<file path="config.mk">
export PLATFORM = sky130hd
export DESIGN_NAME = uerr_capture
export DESIGN_NICKNAME = d
export VERILOG_FILES = /design/src/rtl/uerr_pkg.sv /design/src/rtl/uerr_status.sv /design/src/rtl/uerr_first_log.sv /design/src/rtl/uerr_regbus.sv /design/src/rtl/uerr_capture.sv
export SDC_FILE = /design/constraint.sdc
export NUM_CORES = 1
export LEC_CHECK = 0
export CAP_MARGIN = 0
export CORE_MARGIN = 4
export CORE_UTILIZATION = 40
export CTS_BUF_LIST = sky130_fd_sc_hd__clkbuf_8
export CTS_CLUSTER_DIAMETER = 80
export DETAILED_ROUTE_END_ITERATION = 8
export DONT_BUFFER_PORTS = 1
export GPL_ROUTABILITY_DRIVEN = 0
export SLEW_MARGIN = 20
export SYNTH_ARGS = -nofsm -noshare
export SYNTH_HDL_FRONTEND = slang
export SYNTH_HIERARCHICAL = 1
export SYNTH_SLANG_ARGS = --single-unit
</file>
<file path="constraint.sdc">
create_clock -name clk_i -period 3.6 [get_ports clk_i]
set_input_delay 0.54 -clock clk_i [delete_from_list [all_inputs] [get_ports clk_i]]
set_output_delay 0.54 -clock clk_i [all_outputs]
set_load 0.1 [all_outputs]
</file>
<file path="src/rtl/uerr_pkg.sv">
package uerr_pkg;
  localparam int unsigned DW    = 32;
  localparam int unsigned AW    = 2;
  localparam int unsigned PTR_W = $clog2(DW);

  localparam logic [AW-1:0] A_STATUS = 2'd0;
  localparam logic [AW-1:0] A_CTRL   = 2'd1;
  localparam logic [AW-1:0] A_HDR    = 2'd2;

  localparam int unsigned B_CHK_EN  = 8;
  localparam int unsigned B_CHK_CAP = 7;
  localparam int unsigned B_GEN_EN  = 6;
  localparam int unsigned B_GEN_CAP = 5;

  function automatic logic [PTR_W-1:0] lowest_set(input logic [DW-1:0] v);
    logic [PTR_W-1:0] idx;
    idx = '0;
    for (int i = DW - 1; i >= 0; i--) begin
      if (v[i]) idx = PTR_W'(i);
    end
    return idx;
  endfunction
endpackage

</file>
<file path="src/rtl/uerr_status.sv">
module uerr_status
  import uerr_pkg::*;
(
  input  logic          clk_i,
  input  logic          rst_ni,
  input  logic          warm_rst_ni,
  input  logic [DW-1:0] set_i,
  input  logic [DW-1:0] clr_i,
  output logic [DW-1:0] sts_o
);
  for (genvar g = 0; g < DW; g++) begin : g_bit
    logic bit_q;
    always_ff @(posedge clk_i or negedge rst_ni) begin
      if (!rst_ni)           bit_q <= 1'b0;
      else if (!warm_rst_ni) bit_q <= 1'b0;
      else if (set_i[g])     bit_q <= 1'b1;  // set beats clear
      else if (clr_i[g])     bit_q <= 1'b0;
    end
    assign sts_o[g] = bit_q;
  end
endmodule

</file>
<file path="src/rtl/uerr_first_log.sv">
module uerr_first_log
  import uerr_pkg::*;
#(
  parameter int unsigned HDR_W = 32
) (
  input  logic             clk_i,
  input  logic             rst_ni,
  input  logic             warm_rst_ni,
  input  logic             arm_i,
  input  logic             err_valid_i,
  input  logic [DW-1:0]    err_vec_i,
  input  logic [HDR_W-1:0] err_hdr_i,
  output logic [PTR_W-1:0] ptr_o,
  output logic [HDR_W-1:0] hdr_o
);
  logic             cap;
  logic [PTR_W-1:0] ptr_q;
  logic [HDR_W-1:0] hdr_q;

  assign cap = arm_i && err_valid_i && (|err_vec_i) && warm_rst_ni;

  // sticky: cold reset only
  always_ff @(posedge clk_i or negedge rst_ni) begin
    if (!rst_ni) begin
      ptr_q <= '0;
      hdr_q <= '0;
    end else if (cap) begin
      ptr_q <= lowest_set(err_vec_i);
      hdr_q <= err_hdr_i;
    end
  end

  assign ptr_o = ptr_q;
  assign hdr_o = hdr_q;
endmodule

</file>
<file path="src/rtl/uerr_regbus.sv">
module uerr_regbus
  import uerr_pkg::*;
#(
  parameter bit CHK_CAP = 1'b1,
  parameter bit GEN_CAP = 1'b1
) (
  input  logic             clk_i,
  input  logic             rst_ni,
  input  logic             req_i,
  input  logic             we_i,
  input  logic [AW-1:0]    addr_i,
  input  logic [DW-1:0]    wdata_i,
  input  logic [DW-1:0]    sts_i,
  input  logic [PTR_W-1:0] ptr_i,
  input  logic [DW-1:0]    hdr_i,
  output logic [DW-1:0]    clr_o,
  output logic             chk_en_o,
  output logic             gen_en_o,
  output logic [DW-1:0]    rdata_o,
  output logic             rvalid_o
);
  logic          chk_en_q, gen_en_q;
  logic          wr, rd;
  logic [DW-1:0] ctrl_word, rmux;
  logic [DW-1:0] rdata_q;
  logic          rvalid_q;

  assign wr    = req_i && we_i;
  assign rd    = req_i && !we_i;
  assign clr_o = (wr && addr_i == A_STATUS) ? wdata_i : '0;

  always_ff @(posedge clk_i or negedge rst_ni) begin
    if (!rst_ni) begin
      chk_en_q <= 1'b0;
      gen_en_q <= 1'b0;
    end else if (wr && addr_i == A_CTRL) begin
      chk_en_q <= wdata_i[B_CHK_EN];
      gen_en_q <= wdata_i[B_GEN_EN];
    end
  end

  always_comb begin
    ctrl_word            = '0;
    ctrl_word[PTR_W-1:0] = ptr_i;
    ctrl_word[B_CHK_EN]  = chk_en_q;
    ctrl_word[B_CHK_CAP] = CHK_CAP;
    ctrl_word[B_GEN_EN]  = gen_en_q;
    ctrl_word[B_GEN_CAP] = GEN_CAP;
  end

  always_comb begin
    unique case (addr_i)
      A_STATUS: rmux = sts_i;
      A_CTRL:   rmux = ctrl_word;
      A_HDR:    rmux = hdr_i;
      default:  rmux = '0;
    endcase
  end

  always_ff @(posedge clk_i or negedge rst_ni) begin
    if (!rst_ni) begin
      rdata_q  <= '0;
      rvalid_q <= 1'b0;
    end else begin
      rvalid_q <= rd;
      if (rd) rdata_q <= rmux;
    end
  end

  assign rdata_o  = rdata_q;
  assign rvalid_o = rvalid_q;
  assign chk_en_o = chk_en_q;
  assign gen_en_o = gen_en_q;
endmodule

</file>
<file path="src/rtl/uerr_capture.sv">
module uerr_capture
  import uerr_pkg::*;
#(
  parameter bit CHK_CAP = 1'b1,
  parameter bit GEN_CAP = 1'b1
) (
  input  logic          clk_i,
  input  logic          rst_ni,
  input  logic          warm_rst_ni,
  input  logic          req_i,
  input  logic          we_i,
  input  logic [AW-1:0] addr_i,
  input  logic [DW-1:0] wdata_i,
  output logic [DW-1:0] rdata_o,
  output logic          rvalid_o,
  input  logic          err_valid_i,
  input  logic [DW-1:0] err_vec_i,
  input  logic [DW-1:0] err_hdr_i,
  output logic          chk_en_o,
  output logic          gen_en_o
);
  logic [DW-1:0]    sts_q;
  logic [DW-1:0]    sts_set;
  logic [DW-1:0]    sts_clr;
  logic [PTR_W-1:0] first_ptr;
  logic [DW-1:0]    hdr_log;
  logic             armed;

  assign sts_set = err_valid_i ? err_vec_i : '0;
  assign armed   = (sts_q == '0);

  uerr_status u_sts (
    .clk_i       (clk_i),
    .rst_ni      (rst_ni),
    .warm_rst_ni (warm_rst_ni),
    .set_i       (sts_set),
    .clr_i       (sts_clr),
    .sts_o       (sts_q)
  );

  uerr_first_log #(.HDR_W(DW)) u_log (
    .clk_i       (clk_i),
    .rst_ni      (rst_ni),
    .warm_rst_ni (warm_rst_ni),
    .arm_i       (armed),
    .err_valid_i (err_valid_i),
    .err_vec_i   (err_vec_i),
    .err_hdr_i   (err_hdr_i),
    .ptr_o       (first_ptr),
    .hdr_o       (hdr_log)
  );

  uerr_regbus #(.CHK_CAP(CHK_CAP), .GEN_CAP(GEN_CAP)) u_bus (
    .clk_i    (clk_i),
    .rst_ni   (rst_ni),
    .req_i    (req_i),
    .we_i     (we_i),
    .addr_i   (addr_i),
    .wdata_i  (wdata_i),
    .sts_i    (sts_q),
    .ptr_i    (first_ptr),
    .hdr_i    (hdr_log),
    .clr_o    (sts_clr),
    .chk_en_o (chk_en_o),
    .gen_en_o (gen_en_o),
    .rdata_o  (rdata_o),
    .rvalid_o (rvalid_o)
  );
endmodule

</file>
==> run metrics <==
RSZ-0062 raised after global routing=no; vias per cell=5.40; vias in the first global route=3,749; H-tree levels=3; Power Internal=1.71 mW; Clk pin slew, worst setup/hold paths=approximately 0.10 ns; Final Max Tran Viols=0; Root Buffer=clkbuf_8; HP Class=in2async; register area share after synthesis=47.0%; share of the synthesized area in the top cell type=47.0%; share of flip-flops with an asynchronous set or reset=100%; synthesized cell area=between 5000 and 6000 um2; Syn Area/Cell=10.4 um2; Reg power frac=60.1%; count of final setup violators=0; Syn Inst Count=~530; commonest cells in the netlist=dfrtp_1 (104), and2_1 (65), buf_4 (36), nor2b_1 (34); drt first pass iters=7; slowest cell on the critical path=a41o_2; Worst Tran Pin Value=between 1 and 1.5 ns; top_reg_cell synth=dfrtp_1; DRT Wirelength=between 10,000 and 15,000 um; Netlist cell types=45; Fin. Hold Viols=0; residual DRC count=0; Ys Warns=6; setup bufs post-CTS=0; Initial Util=about 41%; top cells by area, synth=dfrtp_1 (47%), and2_1 (7.3%), mux2_1 (6.7%); number of core rows=42; setup ws final=between 0.9 and 1 ns; period utilisation layout=72.8%; Syn Nets=637; worst path buffer plus inverter count=0; top-count cell post-synth=dfrtp_1; total design power=2.49 mW; Post-Layout Inst Area=5580 um2; FF+latch count, synth=104; Max IR drop VDD=0.141 mV; switch share=31.4%; die area=15,800 um2; critical path's largest stage delay=0.57 ns; Die X=126 um; Final #Nets=593; global-route wire length before repair=21,600 um; HPWL Detailed=just over 10,000 um; Net Switching=approximately 0.78 mW; Setup WS pre-CTS=0.952 ns; placed cell areas=5340 um2; Max Clock Freq=382 MHz; Port Buffers=0; buffer depth of the longest clock path=2; Setup CP Type=reg2reg; Post-synth EDFFs=0; IO Pins=roughly 140; Layout area overhead=0.700%; CTS sink cnt=~100; CP max FO=35; Setup Skew=0.0107 ns; GR Overflow Total=0; All-Layer GR Usage=approximately 18%; P_leak=2.59 nW; CTS tree=done; initial antenna violation count=1; pin count of the biggest net entering global routing=about 110; total core area=13,400 um2; via count=3,616; drt wl/cell=20.7 um; DRT antenna net count=0; fin util=about two fifths; CP Cell Sequence=nor4_1 -> nand4_1 -> nor2_1 -> nand3_1 -> a41o_2 -> mux2_1; Max-Cap Viols=0; post-CTS sizing=0; cell class contributing the biggest share of worst-path delay=simple AND/OR/NAND/NOR gates; final worst path period need=2.62 ns; Power Density=447 nW/um2; Clk pwr share=31.9%; initial drt markers=around 210; CP Data Required Time=a little under 4 ns; status=completed; nature of the critical path startpoint=flop; biggest area consumer among synthesized cells=dfrtp_1; CP Capture Type=flop; Arr. time, crit path=roughly 2.9 ns; setup TNS=0 ns; layout cells sized above 1=under 10%; Clk Latency, worst-skew pair=between 0.3 and 0.4 ns; chip height=roughly 130 um; clock buffers created by TritonCTS=9; Comb pwr share=between 7 and 8%; Slew headroom=between 30 and 40%
==> worst reg2reg max path: stages (launching register included) <==
cell     delay, ns
dfrtp_1       0.41
nor4_1        0.47
nand4_1       0.24
nor2_1        0.17
nand3_1       0.16
a41o_2        0.57
mux2_1        0.49
==> placed cells by master, fill, tap and decap left out, drive strengths merged, types with 2 or more instances in the layout <==
| cell | synthesis | layout |
|---|---|---|
| nor2 | 24 | 24 |
| mux2 | 35 | 35 |
| nand2b | 5 | 5 |
| a21oi | 25 | 25 |
| and2 | 65 | 65 |
| bufinv | 0 | 2 |
| nand3 | 4 | 4 |
| buf | 51 | 2 |
| nor2b | 34 | 34 |
| inv | 10 | 10 |
| nor4 | 14 | 14 |
| a211oi | 2 | 2 |
| o221a | 2 | 2 |
| clkinvlp | 0 | 2 |
| nand2 | 28 | 28 |
| dfrtp | 104 | 104 |
| a21o | 2 | 2 |
| clkinv | 0 | 2 |
| clkbuf | 6 | 9 |
| mux2i | 30 | 30 |
| nand4 | 2 | 2 |
| or4 | 2 | 2 |
| nor3 | 9 | 9 |
| o21a | 33 | 33 |
| or2 | 8 | 8 |
| o21ai | 30 | 30 |
==> power groups by stage <==
stage	Sequential, mW	Combinational, mW	Clock, mW
final	1.50	0.198	0.795
after global routing	1.51	0.223	0.876
after CTS	1.50	0.200	0.817
after detailed placement	1.52	0.172	0
after global placement	1.52	0.168	0
after floorplan	1.50	0.204	0
==> what timing repair did <==
item                                    in CTS  in global routing
endpoints found under the setup margin       0                  0
hold endpoints to repair                   104                  0
hold buffers                                 1                  0
==> kinds of logic (layout without fill, tap and decap cells) <==
logic type | Yosys count | count (layout) | synth area share [%]
AOI/OAI and AO/OA | 102 | 102 | 11.7
buffers and inverters | 67 | 27 | 8.59
DFF | 104 | 104 | 47.0
muxes | 65 | 65 | 12.7
other | 0 | 1 | 0
and+or+nand+nor | 195 | 195 | 20.1
==> worst paths after layout <==
| check | cells past startpoint | end | startpoint | slack (ns) |
|---|---|---|---|---|
| min reg2reg | 1 | u_log/hdr_o[19] | u_log/hdr_o[19] | 0.50 |
| max in group asynchronous | 1 | u_log/hdr_o[3] | rst_ni | 3.11 |
| max | 6 | u_log/hdr_o[27] | u_sts/g_bit[16].bit_q | 0.98 |
| min in group clk_i | 1 | u_sts/g_bit[7].bit_q | warm_rst_ni | 0.26 |
| min | 1 | u_sts/g_bit[23].bit_q | rst_ni | 0.09 |
| max reg2reg | 6 | u_log/hdr_o[27] | u_sts/g_bit[16].bit_q | 0.98 |
==> stage by stage <==
stage / hold WS [ns] / cells
2_1_floorplan: 0.244 / 533
3_3_place_gp: 0.249 / 653
3_5_place_dp: 0.249 / 653
4_1_cts: 0.105 / 669
5_1_grt: 0.109 / 670
6_report: 0.0879 / 670
==> flip-flops by register name, indices dropped and copies added, names as in the netlist <==
signal and count:
u_bus/rdata_o 32, u_log/hdr_o 32, u_sts/g_bit.bit_q 32, u_log/ptr_o 5, u_bus/chk_en_o 1, u_bus/gen_en_o 1
u_bus/rvalid_o 1
==> cell type report <==
| class | instances | area, um2 |
|---|---|---|
| Inverter | 10 | 40.0 |
| Multi-Input combinational cell | 362 | 2470 |
| Tap cell | 176 | 220 |
| Clock inverter | 6 | 85.1 |
| Antenna cell | 1 | 2.50 |
| Clock buffer | 9 | 124 |
| Sequential cell | 104 | 2600 |
| Timing Repair Buffer | 2 | 35.0 |
| Fill cell | 1329 | 7820 |
==> layer usage <==
metal | part of all wire, % | global-route usage, % | vias up | wire length, um
met5 | 0 | 0 | - | 0
met4 | 1.3 | 5.23 | 0 | 186
met3 | 8.0 | 6.39 | 13 | 1110
met2 | 44 | 26.4 | 121 | 6120
met1 | 47 | 24.5 | 1779 | 6460
li1 | - | - | 1703 | -
(Power assumes the default switching activity.)
